==> config.mk <==
export PLATFORM = sky130hd
export DESIGN_NAME = oam_dma_engine
export DESIGN_NICKNAME = d
export VERILOG_FILES = /design/src/rtl/oam_dma_pkg.sv /design/src/rtl/oam_dma_slot_timer.sv /design/src/rtl/oam_dma_addr_ctr.sv /design/src/rtl/oam_dma_cpu_gate.sv /design/src/rtl/oam_dma_engine.sv
export SDC_FILE = /design/constraint.sdc
export NUM_CORES = 1
export LEC_CHECK = 0
export BUFFER_PORTS_ARGS = -buffer_cell sky130_fd_sc_hd__buf_2
export CAP_MARGIN = 20
export CELL_PAD_IN_SITES_DETAIL_PLACEMENT = 0
export CELL_PAD_IN_SITES_GLOBAL_PLACEMENT = 2
export CORE_MARGIN = 4
export CORE_UTILIZATION = 25
export DETAILED_ROUTE_END_ITERATION = 10
export PLACE_DENSITY = 0.87
export SLEW_MARGIN = 20
export SYNTH_ARGS = -nofsm -noshare
export SYNTH_HDL_FRONTEND = slang
export SYNTH_SLANG_ARGS = --single-unit
==> constraint.sdc <==
create_clock -name clk_i -period 3 [get_ports clk_i]
set_input_delay 0.6 -clock clk_i [delete_from_list [all_inputs] [get_ports clk_i]]
set_output_delay 0.6 -clock clk_i [all_outputs]
set_load 0.02 [all_outputs]
==> src/rtl/oam_dma_pkg.sv <==
package oam_dma_pkg;
  localparam int unsigned ADDR_W      = 16;
  localparam int unsigned DATA_W      = 8;
  localparam int unsigned XFER_LEN    = 160;
  localparam int unsigned FIRST_DELAY = 8;
  localparam int unsigned SLOT_PERIOD = 4;
  localparam logic [ADDR_W-1:0] BASE_LIMIT = 16'hF100;
  localparam logic [ADDR_W-1:0] HRAM_LO    = 16'hFF80;
  localparam logic [ADDR_W-1:0] HRAM_HI    = 16'hFFFE;
  localparam logic [DATA_W-1:0] BLOCK_FILL = 8'hFF;
endpackage

==> src/rtl/oam_dma_slot_timer.sv <==
module oam_dma_slot_timer #(
  parameter int unsigned FIRST_DELAY = 8,
  parameter int unsigned SLOT_PERIOD = 4
) (
  input  logic clk_i,
  input  logic rst_ni,
  input  logic load_i,
  input  logic active_i,
  output logic slot_o
);
  localparam int unsigned MAX_D = (FIRST_DELAY > SLOT_PERIOD) ? FIRST_DELAY : SLOT_PERIOD;
  localparam int unsigned CNT_W = $clog2(MAX_D) + 1;

  logic [CNT_W-1:0] cnt_q;

  // a new start suppresses any slot of the transfer it replaces
  assign slot_o = active_i && (cnt_q == '0) && !load_i;

  always_ff @(posedge clk_i or negedge rst_ni) begin
    if (!rst_ni)                        cnt_q <= '0;
    else if (load_i)                    cnt_q <= CNT_W'(FIRST_DELAY - 1);
    else if (slot_o)                    cnt_q <= CNT_W'(SLOT_PERIOD - 1);
    else if (active_i && cnt_q != '0)   cnt_q <= cnt_q - CNT_W'(1);
  end

  AST_SLOT_SPACED: assert property (@(posedge clk_i) disable iff (!rst_ni)
    slot_o |=> !slot_o);
  AST_NO_SLOT_AFTER_LOAD: assert property (@(posedge clk_i) disable iff (!rst_ni)
    load_i |=> !slot_o);
endmodule

==> src/rtl/oam_dma_addr_ctr.sv <==
module oam_dma_addr_ctr #(
  parameter int unsigned ADDR_W   = 16,
  parameter int unsigned XFER_LEN = 160
) (
  input  logic                        clk_i,
  input  logic                        rst_ni,
  input  logic                        load_i,
  input  logic [ADDR_W-1:0]           base_i,
  input  logic                        step_i,
  output logic [ADDR_W-1:0]           src_o,
  output logic [$clog2(XFER_LEN)-1:0] idx_o,
  output logic                        active_o,
  output logic                        last_o
);
  localparam int unsigned IDX_W = $clog2(XFER_LEN);
  localparam int unsigned REM_W = $clog2(XFER_LEN + 1);

  logic [REM_W-1:0]  rem_q;
  logic [ADDR_W-1:0] src_q;
  logic [IDX_W-1:0]  idx_q;

  always_ff @(posedge clk_i or negedge rst_ni) begin
    if (!rst_ni) begin
      rem_q <= '0;
      src_q <= '0;
      idx_q <= '0;
    end else if (load_i) begin
      rem_q <= REM_W'(XFER_LEN);
      src_q <= base_i;
      idx_q <= '0;
    end else if (step_i) begin
      rem_q <= rem_q - REM_W'(1);
      src_q <= src_q + ADDR_W'(1);
      idx_q <= idx_q + IDX_W'(1);
    end
  end

  assign src_o    = src_q;
  assign idx_o    = idx_q;
  assign active_o = (rem_q != '0);
  assign last_o   = (rem_q == REM_W'(1));

  AST_IDX_IN_RANGE: assert property (@(posedge clk_i) disable iff (!rst_ni)
    active_o |-> (int'(idx_o) < XFER_LEN));
  AST_IDX_STEP: assert property (@(posedge clk_i) disable iff (!rst_ni)
    (step_i && !load_i) |=> (idx_o == $past(idx_o) + IDX_W'(1)));
  AST_SRC_STEP: assert property (@(posedge clk_i) disable iff (!rst_ni)
    (step_i && !load_i) |=> (src_o == $past(src_o) + ADDR_W'(1)));
endmodule

==> src/rtl/oam_dma_cpu_gate.sv <==
module oam_dma_cpu_gate #(
  parameter int unsigned       ADDR_W  = 16,
  parameter int unsigned       DATA_W  = 8,
  parameter logic [ADDR_W-1:0] HRAM_LO = 16'hFF80,
  parameter logic [ADDR_W-1:0] HRAM_HI = 16'hFFFE,
  parameter logic [DATA_W-1:0] FILL    = 8'hFF
) (
  input  logic              clk_i,
  input  logic              rst_ni,
  input  logic              block_i,
  input  logic              cpu_req_i,
  input  logic              cpu_we_i,
  input  logic [ADDR_W-1:0] cpu_addr_i,
  input  logic [DATA_W-1:0] cpu_wdata_i,
  output logic [DATA_W-1:0] cpu_rdata_o,
  output logic              bus_req_o,
  output logic              bus_we_o,
  output logic [ADDR_W-1:0] bus_addr_o,
  output logic [DATA_W-1:0] bus_wdata_o,
  input  logic [DATA_W-1:0] bus_rdata_i
);
  logic in_hram, denied;

  assign in_hram     = (cpu_addr_i >= HRAM_LO) && (cpu_addr_i <= HRAM_HI);
  assign denied      = block_i && !in_hram;
  assign bus_req_o   = cpu_req_i && !denied;
  assign bus_we_o    = cpu_we_i;
  assign bus_addr_o  = cpu_addr_i;
  assign bus_wdata_o = cpu_wdata_i;
  assign cpu_rdata_o = denied ? FILL : bus_rdata_i;

  AST_BLOCK_OUTSIDE_HRAM: assert property (@(posedge clk_i) disable iff (!rst_ni)
    (block_i && cpu_req_i && (cpu_addr_i < HRAM_LO || cpu_addr_i > HRAM_HI))
      |-> (!bus_req_o && cpu_rdata_o == FILL));
  AST_HRAM_PASSES: assert property (@(posedge clk_i) disable iff (!rst_ni)
    (cpu_req_i && cpu_addr_i >= HRAM_LO && cpu_addr_i <= HRAM_HI)
      |-> (bus_req_o && cpu_rdata_o == bus_rdata_i));
  AST_IDLE_PASSES: assert property (@(posedge clk_i) disable iff (!rst_ni)
    (!block_i && cpu_req_i) |-> bus_req_o);
endmodule

==> src/rtl/oam_dma_engine.sv <==
module oam_dma_engine
  import oam_dma_pkg::*;
#(
  parameter int unsigned       XFER_LEN_P    = XFER_LEN,
  parameter int unsigned       FIRST_DELAY_P = FIRST_DELAY,
  parameter int unsigned       SLOT_PERIOD_P = SLOT_PERIOD,
  parameter logic [ADDR_W-1:0] BASE_LIMIT_P  = BASE_LIMIT
) (
  input  logic                          clk_i,
  input  logic                          rst_ni,
  input  logic                          start_i,
  input  logic [ADDR_W-1:0]             base_i,
  output logic                          busy_o,
  output logic                          src_req_o,
  output logic [ADDR_W-1:0]             src_addr_o,
  input  logic [DATA_W-1:0]             src_data_i,
  output logic                          oam_we_o,
  output logic [$clog2(XFER_LEN_P)-1:0] oam_idx_o,
  output logic [DATA_W-1:0]             oam_data_o,
  input  logic                          cpu_req_i,
  input  logic                          cpu_we_i,
  input  logic [ADDR_W-1:0]             cpu_addr_i,
  input  logic [DATA_W-1:0]             cpu_wdata_i,
  output logic [DATA_W-1:0]             cpu_rdata_o,
  output logic                          bus_req_o,
  output logic                          bus_we_o,
  output logic [ADDR_W-1:0]             bus_addr_o,
  output logic [DATA_W-1:0]             bus_wdata_o,
  input  logic [DATA_W-1:0]             bus_rdata_i
);
  logic accept, slot, active, last;

  assign accept = start_i && (base_i <= BASE_LIMIT_P);

  oam_dma_addr_ctr #(.ADDR_W(ADDR_W), .XFER_LEN(XFER_LEN_P)) i_addr_ctr (
    .clk_i, .rst_ni,
    .load_i   (accept),
    .base_i   (base_i),
    .step_i   (slot),
    .src_o    (src_addr_o),
    .idx_o    (oam_idx_o),
    .active_o (active),
    .last_o   (last)
  );

  oam_dma_slot_timer #(.FIRST_DELAY(FIRST_DELAY_P), .SLOT_PERIOD(SLOT_PERIOD_P)) i_slot_timer (
    .clk_i, .rst_ni,
    .load_i   (accept),
    .active_i (active),
    .slot_o   (slot)
  );

  oam_dma_cpu_gate #(
    .ADDR_W(ADDR_W), .DATA_W(DATA_W),
    .HRAM_LO(HRAM_LO), .HRAM_HI(HRAM_HI), .FILL(BLOCK_FILL)
  ) i_cpu_gate (
    .clk_i, .rst_ni,
    .block_i     (active),
    .cpu_req_i, .cpu_we_i, .cpu_addr_i, .cpu_wdata_i, .cpu_rdata_o,
    .bus_req_o, .bus_we_o, .bus_addr_o, .bus_wdata_o, .bus_rdata_i
  );

  assign busy_o     = active;
  assign src_req_o  = slot;
  assign oam_we_o   = slot;
  assign oam_data_o = src_data_i;

  AST_REJECT_HIGH_BASE: assert property (@(posedge clk_i) disable iff (!rst_ni)
    (start_i && base_i > BASE_LIMIT_P && !busy_o) |=> !busy_o);
  AST_BUSY_ON_ACCEPT: assert property (@(posedge clk_i) disable iff (!rst_ni)
    accept |=> busy_o);
  AST_BUSY_ENDS: assert property (@(posedge clk_i) disable iff (!rst_ni)
    (oam_we_o && last && !start_i) |=> !busy_o);
  AST_WRITE_ONLY_BUSY: assert property (@(posedge clk_i) disable iff (!rst_ni)
    oam_we_o |-> busy_o);
  AST_NO_WRITE_ON_RISE: assert property (@(posedge clk_i) disable iff (!rst_ni)
    $rose(busy_o) |-> !oam_we_o);
endmodule

======== Yosys cells after proc, flatten, opt, wreduce, memory -nomap -nowiden ========
Cells that the tools add are included.
word-level totals
  word-level logic and storage cells ...... 36
  register bits after elaboration ......... 36
  memory bits (read-only) ................. 0
  bits in writable memories ............... 0
  output and inout bits ................... 69
  bits in latches ......................... 0
  memories ................................ 0
  bits of input ports ..................... 61
operators by class
  order comparisons ....................... 3
  reductions and logical operators ........ 15
  equality and inequality tests ........... 0
  muxes and demuxes ....................... 10
  $add $sub $neg .......................... 4
  div/mod/pow operators ................... 0
  shift-type cells ........................ 0
  bitwise logic cells ..................... 0
  $mul .................................... 0
operators with widths
  kind                     count
  $mux W8                  5
  $le A16 B16 Y1 const B   2
  $mux W16                 2
  $add A16 B1 Y16 const B  1
  $ge A16 B16 Y1 const B   1
  $mux W4                  3
  $add A8 B1 Y8 const B    1
  $reduce_bool A8 Y1       1
  $sub A8 B1 Y8 const B    1
  $logic_and A1 B1 Y1      7
  $logic_not A4 Y1         1
  $reduce_bool A4 Y1       1
  $sub A4 B1 Y4 const B    1
  $logic_not A1 Y1         3
  $reduce_bool A3 Y1       1
  $reduce_bool A2 Y1       1

======== Logic depth before layout (Yosys ltp) ========
Gate-level depths: netlist (run 1).
  depth in word-level cells ............... 6
  mapped depth ............................ 8
  gate-level depth less buffers ........... 6

======== Hierarchy ========
From an unflattened synthesis (run 1), not the netlist that was laid out.
unflattened totals
  cells, all modules ...................... 283
  area, all modules ....................... 2446.1 µm²
modules (own cells, without submodules)
  module              sequential area each (µm²)  area an instance (µm²)  cells each  times used
  oam_dma_addr_ctr    800.8                       1699.1                  182         1
  oam_dma_cpu_gate    0.0                         387.9                   61          1
  oam_dma_slot_timer  100.1                       235.2                   23          1
  oam_dma_engine      0.0                         123.9                   17          1

======== Worst setup path before layout (run 1) ========
Ideal clock, no wire load.
  path kind ............................... in2out
  from .................................... in base_i[13]
  to ...................................... out src_req_o
  data arrival time ....................... 2.175 ns
  stages .................................. 6
  buffers on the path ..................... 2
  required time ........................... 2.400 ns
  setup slack ............................. 0.225 ns
  path through ............................ nand4_1 a211oi_1 nor2_1 clkbuf_1 nor2_1 buf_4
on the way
  longest elaborated chain between the ends .. 4
ends and longest elaborated chain
  element              RTL line                  text
  from (decl)          oam_dma_engine.sv:12      input logic [ADDR_W-1:0] base_i,
  $le A16 B16 Y1       oam_dma_engine.sv:33      assign accept = start_i && (base_i <= BASE_LIMIT_P);
  $logic_and A1 B1 Y1  oam_dma_engine.sv:33
  $logic_not A1 Y1     oam_dma_slot_timer.sv:17  assign slot_o = active_i && (cnt_q == '0) && !load_i;
  $logic_and A1 B1 Y1  oam_dma_slot_timer.sv:17
  to (decl)            oam_dma_engine.sv:14      output logic src_req_o,
Every way passes these cells.

======== Worst setup path after layout (run 1) ========
  from .................................... reg i_addr_ctr.rem_q[0]
  to ...................................... out cpu_rdata_o[7]
on the way
  longest elaborated chain between the ends .. 3
ends and longest elaborated chain
  element                 RTL line                text
  from (decl)             oam_dma_addr_ctr.sv:18  logic [REM_W-1:0] rem_q;
  from (signal assigned)  oam_dma_addr_ctr.sv:28  rem_q <= REM_W'(XFER_LEN);
  from (signal assigned)  oam_dma_addr_ctr.sv:32  rem_q <= rem_q - REM_W'(1);
  $reduce_bool A8 Y1      oam_dma_addr_ctr.sv:40  assign active_o = (rem_q != '0);
  $logic_and A1 B1 Y1     oam_dma_cpu_gate.sv:25  assign denied = block_i && !in_hram;
  $mux W8                 oam_dma_cpu_gate.sv:30  assign cpu_rdata_o = denied ? FILL : bus_rdata_i;
  to (decl)               oam_dma_engine.sv:24    output logic [DATA_W-1:0] cpu_rdata_o,
Every way passes these cells.

==> flow_results.org, run 1 <==
** Setup path
- Gate family responsible for the most delay along the worst path :: simple AND/OR/NAND/NOR gates
- Counting both buffers and inverters, the worst setup path holds a total of 2.
- STA classifies the critical path endpoint as a primary output.
- At the worst endpoint, the required time is between 2 and 2.5 ns.
- The critical path goes through inv_1 > ha_1 > nor3b_2 > nand2_2 > o31a_1 > or2_2 > buf_2.
- The setup path with the least slack is of type flip-flop to primary output.
- Among all stages on the critical path, the largest delay is contributed by dfrtp_1.
- Worst-path fanout max :: 9
- STA classifies the critical path startpoint as a flip-flop.
- On the worst path, the slowest cell contributes a delay of ~0.40 ns.
- Data on the critical path arrives at its endpoint at ~2.1 ns.

** Routing
- The final route contains 2300 vias.
- Post-detailed-route count of antenna-violating nets :: 0
- Number of design-rule violations left by the first detailed-router iteration :: 67
- Routed wire length per instance :: ~14 um
- First-pass DRT Iterations :: 4
- DR DRC count :: 0
- Overall routed net length :: a little under 7000 um
- Vias per inst :: ~4.9

** Logic synthesis
- Combinational family with the most area after synthesis :: simple AND/OR/NAND/NOR gates
- The synthesized design contains 0 enable-type register cells.
- During synthesis, Yosys emitted a total of 0 warnings.
- Of the post-synthesis cell area, the part taken by muxes is 0.00805.
- Synthesized area per cell :: between 9 and 10 um^2
- Synthesized-area fraction occupied by xor and xnor cells :: 0.0528
- Area fraction in and, or, nand and nor cells after synthesis :: 0.239
- Post-synthesis share of cell area spent on full adders, half adders and majority gates :: 0.0252
- Synthesis instantiated 50 different standard cells from the library.
- Counting every instance in the synthesized netlist gives about 270.
- Flip-flop and latch count after synthesis :: 36
- The most used flip-flop cell after synthesis is dfrtp_1.
- Cell area after synthesis :: 0.00249 mm^2
- The biggest area contributor in the post-synthesis netlist is dfrtp_1.
- Of the post-synthesis cell area, the dominant cell type holds 0.362.
- Sequential-to-total area share from yosys stat :: 0.362
- Of all flip-flops after synthesis, the portion carrying an async set or reset was 1.00.
- The area fraction in compound gates after synthesis came to 0.173.
- Ranking of synthesized cells by area :: dfrtp_1 36%, buf_4 10%, nand3_1 3.8%, xnor2_1 3.5%, o31ai_1 3.0%
- Synthesized net count :: between 300 and 400

** Clocking
- Clock latency reported for the late side of the worst-skew pair :: about 0.29 ns
- For this design, the sink count on the clock tree is 36.
- In this run, CTS created clock tree buffers numbering 5.
- After clock tree synthesis, the clock-pin slew on the worst setup and hold paths is around 0.080 ns.
- CTS tree :: done
- H-Tree Depth :: 2
- After clock tree synthesis, the flow added hold-fix buffers numbering 0.
- Post-CTS repair changed the size of 0 cells.
- Post-CTS setup buffer count :: 0
- Clock tree buffer depth :: 2
- Cell at the root of the clock tree :: clkbuf_8

** STA
- At the pin with the least slew margin, the transition time is a little over 0.8 ns.
- Max-slew headroom :: 0.447
- On the final layout, the worst clock skew is 0.0104 ns.
- The max-slew violation count was 0.
- Timing would allow up to around 0.37 GHz.
- Number of endpoints failing setup at the final stage :: 0
- Dividing the final minimum period by the clock period gives 0.901.
- Minimum clock period :: roughly 2.7 ns
- Across all setup checks in the final design, the least slack found is 0.297 ns.
- Final Hold Violating Endpoints :: 0
- Unrepaired setup endpoints after global routing :: no
- Setup TNS :: 0 ns

** GRT
- First-pass GRT wire length :: between 10000 and 15000 um
- The initial antenna violation count came to 0.
- Tot GR Track Use :: 0.119
- Entering global routing, the biggest net connects 37 pins.
- The number of global-route vias before repair came to 2306.
- Summed over all layers, the global routing overflow is 0.

** Min path
- The min-delay analysis places its worst path in the category input port to async pin.

** Power
- The share of total power dissipated in the clock network is 0.372.
- Internal Power :: about 0.90 mW
- Portion of total power attributed to sequential cells :: 0.437
- Part of the power in combinational logic :: 0.191
- Of the total power, the share spent switching nets is 0.296.
- Static Leakage :: around 1.3 nW
- IR analysis of the VDD net gives a maximum drop of 172 uV.
- Areal power density over the cells :: ~430 mW/mm^2
- Net Switching :: 0.381 mW

** Die
- Total die area :: between 0.01 and 0.015 mm^2
- Width of the die :: approximately 110 um
- Vertical die dimension :: ~110 um
- The floorplan step defined a core boundary enclosing 0.00973 mm^2.
- Io pins :: 130
- Starting density of the core :: 0.256
- In this run the core area contains 36 standard-cell rows.

** Outcome
- The run finished with clean final reports.

** Cells and area
- Growth of design area from synthesis to finish :: 20.2%
- Count of fill cells added during filler insertion :: between 1k and 1.5k
- Count of placed standard cells in the final layout, fillers left out :: ~470
- Measured on the finished design, the core utilization comes to 0.307.
- The library cell used most frequently in the layout, excluding fill and tap cells, is buf_2.
- Nets@finish :: just over 400
- 0 antenna diodes ended up in the layout.
- In the layout the commonest cells are 95 x buf_2, 36 x dfrtp_1, 19 x nand3_1, 18 x nor2_1, 14 x o21ai_0.
- Of the cells placed in the final design, the portion with a size suffix greater than 1 is 0.369.

** Placement
- Worst slack, placed :: between 0.4 and 0.5 ns
- Gpl congestion :: 0.786
- Count of port buffers added during placement :: between 90 and 100
- Post-detail-place hpwl :: roughly 5300 um
- Placed insts :: 464

** Job
- Max-cap violations in this run came to 0.
stage by stage:
| stage | hold slack, ns | total power [mW] | instance area, um^2 |
|---|---|---|---|
| final | 0.406 | 1.29 | 2990 |
| after global routing | 0.477 | 1.36 | 2990 |
| after CTS | 0.446 | 1.30 | 2990 |
| after detailed placement | 0.537 | 0.820 | 2860 |
| after global placement | 0.533 | 0.814 | 2860 |
| after floorplan | 0.304 | 0.749 | 2490 |
sequential cells by signal, indices dropped and copies added, names as in the netlist:
register,cells
i_addr_ctr.idx_o,8
i_addr_ctr.rem_q,8
i_addr_ctr.src_o,16
i_slot_timer.cnt_q,4
cells by family after synthesis:
logic type	Yosys count
flip-flops	36
AND/OR/NAND/NOR	102
multiplexers	2
adder cells (fa/ha/maj)	5
AO/OA/AOI/OAI	60
buffers and inverters	52
XOR/XNOR	15
path summary, 6_finish.rpt:
kind / from / end / slack [ns] / cells past startpoint
max: i_addr_ctr.rem_q[0] / cpu_rdata_o[7] / 0.30 / 7
min: rst_ni / i_addr_ctr.src_o[14] / 0.41 / 1
max reg2reg: i_slot_timer.cnt_q[0] / i_addr_ctr.src_o[13] / 0.70 / 6
min reg2reg: i_addr_ctr.idx_o[7] / i_addr_ctr.idx_o[7] / 0.55 / 2
max in group asynchronous: rst_ni / i_addr_ctr.idx_o[7] / 2.06 / 1
min in group clk_i: base_i[12] / i_addr_ctr.src_o[12] / 0.54 / 3
synthesized netlist by cell type (2+ instances only):
library cell  count
nand3_1          19
and4_1            2
nor3_1            8
xor2_1            5
dfrtp_1          36
a32oi_1           4
o31ai_1          10
ha_1              5
mux2i_1           2
nor4_1            2
or4_1            10
a21oi_1           4
o211ai_1          4
clkbuf_1          3
a2111oi_0         2
buf_6             3
xnor2_1          10
buf_4            34
buf_2             2
o21ai_0          14
inv_1            10
a31oi_1           7
nand4_1           8
or3_1             6
nand2_1           8
or2_2             7
a211oi_1          5
nor2_1           18
and3_1            3
power groups by stage:
| stage | Sequential (mW) | Combinational, mW | Clock (mW) |
|---|---|---|---|
| final | 0.561 | 0.246 | 0.478 |
| after floorplan | 0.589 | 0.161 | 0 |
| after global placement | 0.569 | 0.245 | 0 |
| after detailed placement | 0.570 | 0.250 | 0 |
| after CTS | 0.561 | 0.250 | 0.491 |
| after global routing | 0.567 | 0.275 | 0.514 |
layer usage:
layer  wire length [um]  vias to the layer above  global-route usage
met3                563                        5              0.0324
met2               3030                       89               0.187
met4                 17                        0              0.0135
met1               3210                     1102               0.170
li1                   -                     1104                   -
met5                  0                        -                   0
layout make-up:
class | count | area [um^2] | share of cell area
multi-input combinational | 184 | 1240 | 0.414
sequential | 36 | 901 | 0.301
timing repair buffer | 101 | 520 | 0.174
tap | 133 | 166 | 0.0556
clock buffer | 7 | 96.3 | 0.0322
inverter | 10 | 37.5 | 0.0126
clock inverter | 1 | 30.0 | 0.0100
worst register-to-register path, stage by stage (launching register included):
cell      delay [ns]
dfrtp_1         0.41
inv_1           0.10
ha_1            0.19
nor3b_4         0.50
o211ai_4        0.27
or4_1           0.55
a32oi_1         0.20
Power figures use the tool's default switching activity.
==> run 2: changes to the inputs <==
--- a/config.mk
+++ b/config.mk
@@ -9,6 +9,7 @@
 export CAP_MARGIN = 20
 export CELL_PAD_IN_SITES_DETAIL_PLACEMENT = 0
 export CELL_PAD_IN_SITES_GLOBAL_PLACEMENT = 2
+export CORE_ASPECT_RATIO = 1.5
 export CORE_MARGIN = 4
 export CORE_UTILIZATION = 25
 export DETAILED_ROUTE_END_ITERATION = 10
==> run 2 against run 1 <==
Effect of this change:
- sequential share of layout area down 0.26 points
- routed wire length up 0.43%
- non-clock buffer count up 1
- combinational power about the same
- design area up 0.88%
- critical path type unchanged
==> flow_results.org, run 2 (synthesized netlist as in run 1, its figures left out) <==
** Die
- The core area came to 0.00969 mm^2 (-0.41%).
- The die height was 130 um (+21%).
- Width of the die :: 89.4 um (-17%)
- Number of standard-cell rows in the floorplan :: 44 (+22%)
- Total die area :: 0.0116 mm^2 (+0.29%)
- Io pins :: 130 (unchanged)
- Starting density of the core :: 0.257 (+0.00106)

** STA
- Setup clock skew after layout :: 0.00792 ns (-0.00249 ns)
- Portion of the clock cycle consumed by the worst path in the final layout :: 0.869 (-0.0322)
- The accumulated negative setup slack came to 0 ns (unchanged).
- Setup WS post-layout :: 0.394 ns (+0.0966 ns)
- Setup repair after global routing left no endpoint under its margin.
- Final Hold Violating Endpoints :: 0 (unchanged)
- Minimum clock period :: 2.61 ns (-0.0966 ns)
- Max-slew headroom :: 0.429 (-0.0183)
- Fmax :: 0.384 GHz (+3.7%)
- The max-slew violation count was 0 (unchanged).
- Number of endpoints failing setup at the final stage :: 0 (unchanged)
- The transition time at the pin with the least slew margin came to 0.856 ns (+0.0274 ns).

** GRT
- Tot GR Track Use :: 0.119 (-0.000402)
- Antenna violations before repair :: 0 (unchanged)
- The overall overflow remaining after global route came to 0 (unchanged).
- First-pass GRT wire length :: 10900 um (-3.8%)
- Maximum number of pins on one net before global-route repair :: 37 (unchanged)
- The number of global-route vias before repair came to 2327 (+0.91%).

** Cells and area
- Footprint of the flip-flops and latches :: 901 um^2 (unchanged)
- Count of fill cells added during filler insertion :: 1022 (-5.5%)
- The share of cells above drive strength 1 came to 0.371 (+0.00186).
- Most used cells in the layout excluding fill and tap cells :: 95 x buf_2, 36 x dfrtp_1, 19 x nand3_1, 18 x nor2_1, 14 x o21ai_0
- The count of inserted antenna diode cells came to 0 (unchanged).
- The number of standard cells in the layout, taps in and fillers out came to 455 (-3.6%).
- Area taken by multi-input logic gates :: 0.00124 mm^2 (unchanged)
- Relative to the synthesized area, the layout overhead comes to 21.3%.
- Nets@finish :: 405 (+0.25%)
- The library cell used most frequently in the layout, excluding fill and tap cells, is buf_2.
- The flip-flop count of the largest register after layout is 16 (unchanged).

** Setup path
- STA classifies the critical path startpoint as a flip-flop.
- Following the worst setup path forward leads to its endpoint at oam_we_o.
- The critical path starts at i_addr_ctr.rem_q[0].
- Startpoint of the worst-slack reg-to-reg timing path :: i_addr_ctr.rem_q[0]
- R2r setup slk :: 0.81 ns (+0.11 ns)
- Path type of the worst setup path :: flip-flop to primary output
- Crit. End Element :: primary output
- R2R cell count :: 6 (unchanged)
- The worst endpoint required time came to 2.40 ns (about the same).
- The worst register-to-register path ends at i_addr_ctr.src_o[12].
- Worst-path fanout max :: 10 (+1)
- Arrival time at the worst endpoint :: 2.01 ns (-0.09 ns)

** Clocking
- Post-CTS setup buffer count :: 0 (unchanged)
- TritonCTS built the clock tree.
- The maximum clock insertion buffer count was 2 (unchanged).
- Cell at the root of the clock tree :: clkbuf_16
- The CTS H-tree depth is 2 (unchanged).
- # hold bufs at CTS :: 0 (unchanged)
- Total CTS buffers :: 5 (unchanged)
- Clock latency reported for the late side of the worst-skew pair :: 0.28 ns (about the same)
- Number of gates resized after CTS :: 0 (unchanged)
- The TritonCTS sink count came to 36 (unchanged).
- CTS clock-pin slew for the worst setup and hold paths :: 0.06 ns (-0.02 ns)

** Routing
- The remaining number of nets flagged by the antenna check after routing came to 0 (unchanged).
- Routed wire length per instance :: 15.1 um (+4.2%)
- DR DRC count :: 0 (unchanged)
- First-pass DRT Iterations :: 4 (unchanged)
- Overall routed net length :: 6850 um (+0.43%)
- Count of vias placed by the detailed router :: 2319 (+0.83%)
- Number of design-rule violations left by the first detailed-router iteration :: 89 (+33%)
- The via count normalized by instance count was 5.10 (+4.6%).

** Power
- The highest ir drop seen on vdd is 262 uV (+52%).
- The cell area power density was 468 mW/mm^2 (+8.9%).
- Static Leakage :: 1.28 nW (+1.7%)

** Placement
- The cell count after placement is 447 (-3.7%).
- Count of port buffers added during placement :: 95 (unchanged)
- Post-detail-place hpwl :: 5150 um (-1.9%)
- The weighted congestion at the end of routability-driven global placement came to 0.759 (-3.4%).
- The setup slack at placement came to 0.470 ns (-0.0171 ns).

** Min path
- Worst min-delay path category :: input port to async pin

** Job
- The max-cap check violation count is 0 (unchanged).

** Outcome
- Outcome :: complete, no violations
[run 2: cell count changes in the layout (fill, tap and decap cells not counted)]
cell	previous run	this run
clkinvlp_4	0	1
clkbuf_16	0	5
clkinv_2	0	1
buf_4	6	7
clkbuf_8	7	0
[run 2: power by group]
part | leakage [nW] | internal [mW] | switching, mW
registers | 0.441 | 0.518 | 0.0434
logic | 0.759 | 0.0942 | 0.151
clock network | 0.0798 | 0.391 | 0.215
total | 1.28 | 1.00 | 0.410
[run 2: critical path: stages, from the launching register on]
cell	delay, ns
dfrtp_1	0.40
inv_1	0.07
ha_1	0.20
or3b_2	0.61
o21ai_2	0.20
nor2_1	0.08
buf_2	0.17
[run 2: cell type report]
cell class / count / share of cell area
timing repair buffer: 102 / 0.175
inverter: 10 / 0.0124
tap: 115 / 0.0477
sequential: 36 / 0.299
clock inverter: 3 / 0.0141
clock buffer: 5 / 0.0415
multi-input combinational: 184 / 0.411
[run 2: routing by layer]
metal | global-route usage | part of all wire
met1 | 0.141 | 0.40
met2 | 0.202 | 0.50
met3 | 0.0354 | 0.085
met4 | 0.0394 | 0.010
met5 | 0 | 0
[run 2: how the worst min path moves through the flow]
stage / to / cells past startpoint / slack (ns) / startpoint
after global routing: i_addr_ctr.src_o[11] / 1 / 0.50 / rst_ni
after floorplan: i_addr_ctr.idx_o[0] / 0 / 0.30 / rst_ni
after CTS: i_addr_ctr.src_o[9] / 1 / 0.46 / rst_ni
final: i_addr_ctr.src_o[9] / 1 / 0.42 / rst_ni
after detailed placement: i_addr_ctr.idx_o[7] / 2 / 0.54 / i_addr_ctr.idx_o[7]
after global placement: i_addr_ctr.idx_o[7] / 2 / 0.54 / i_addr_ctr.idx_o[7]
[run 2: stage by stage]
| stage | power (mW) | hold slack, ns | util | instance area [um^2] |
|---|---|---|---|---|
| 4_1_cts | 1.43 | 0.459 | 0.311 | 3020 |
| 3_3_place_gp | 0.814 | 0.536 | 0.294 | 2850 |
| 2_1_floorplan | 0.749 | 0.304 | - | 2490 |
| 5_1_grt | 1.48 | 0.502 | 0.311 | 3020 |
| 3_5_place_dp | 0.819 | 0.544 | 0.294 | 2850 |
| 6_report | 1.41 | 0.418 | 0.311 | 3020 |
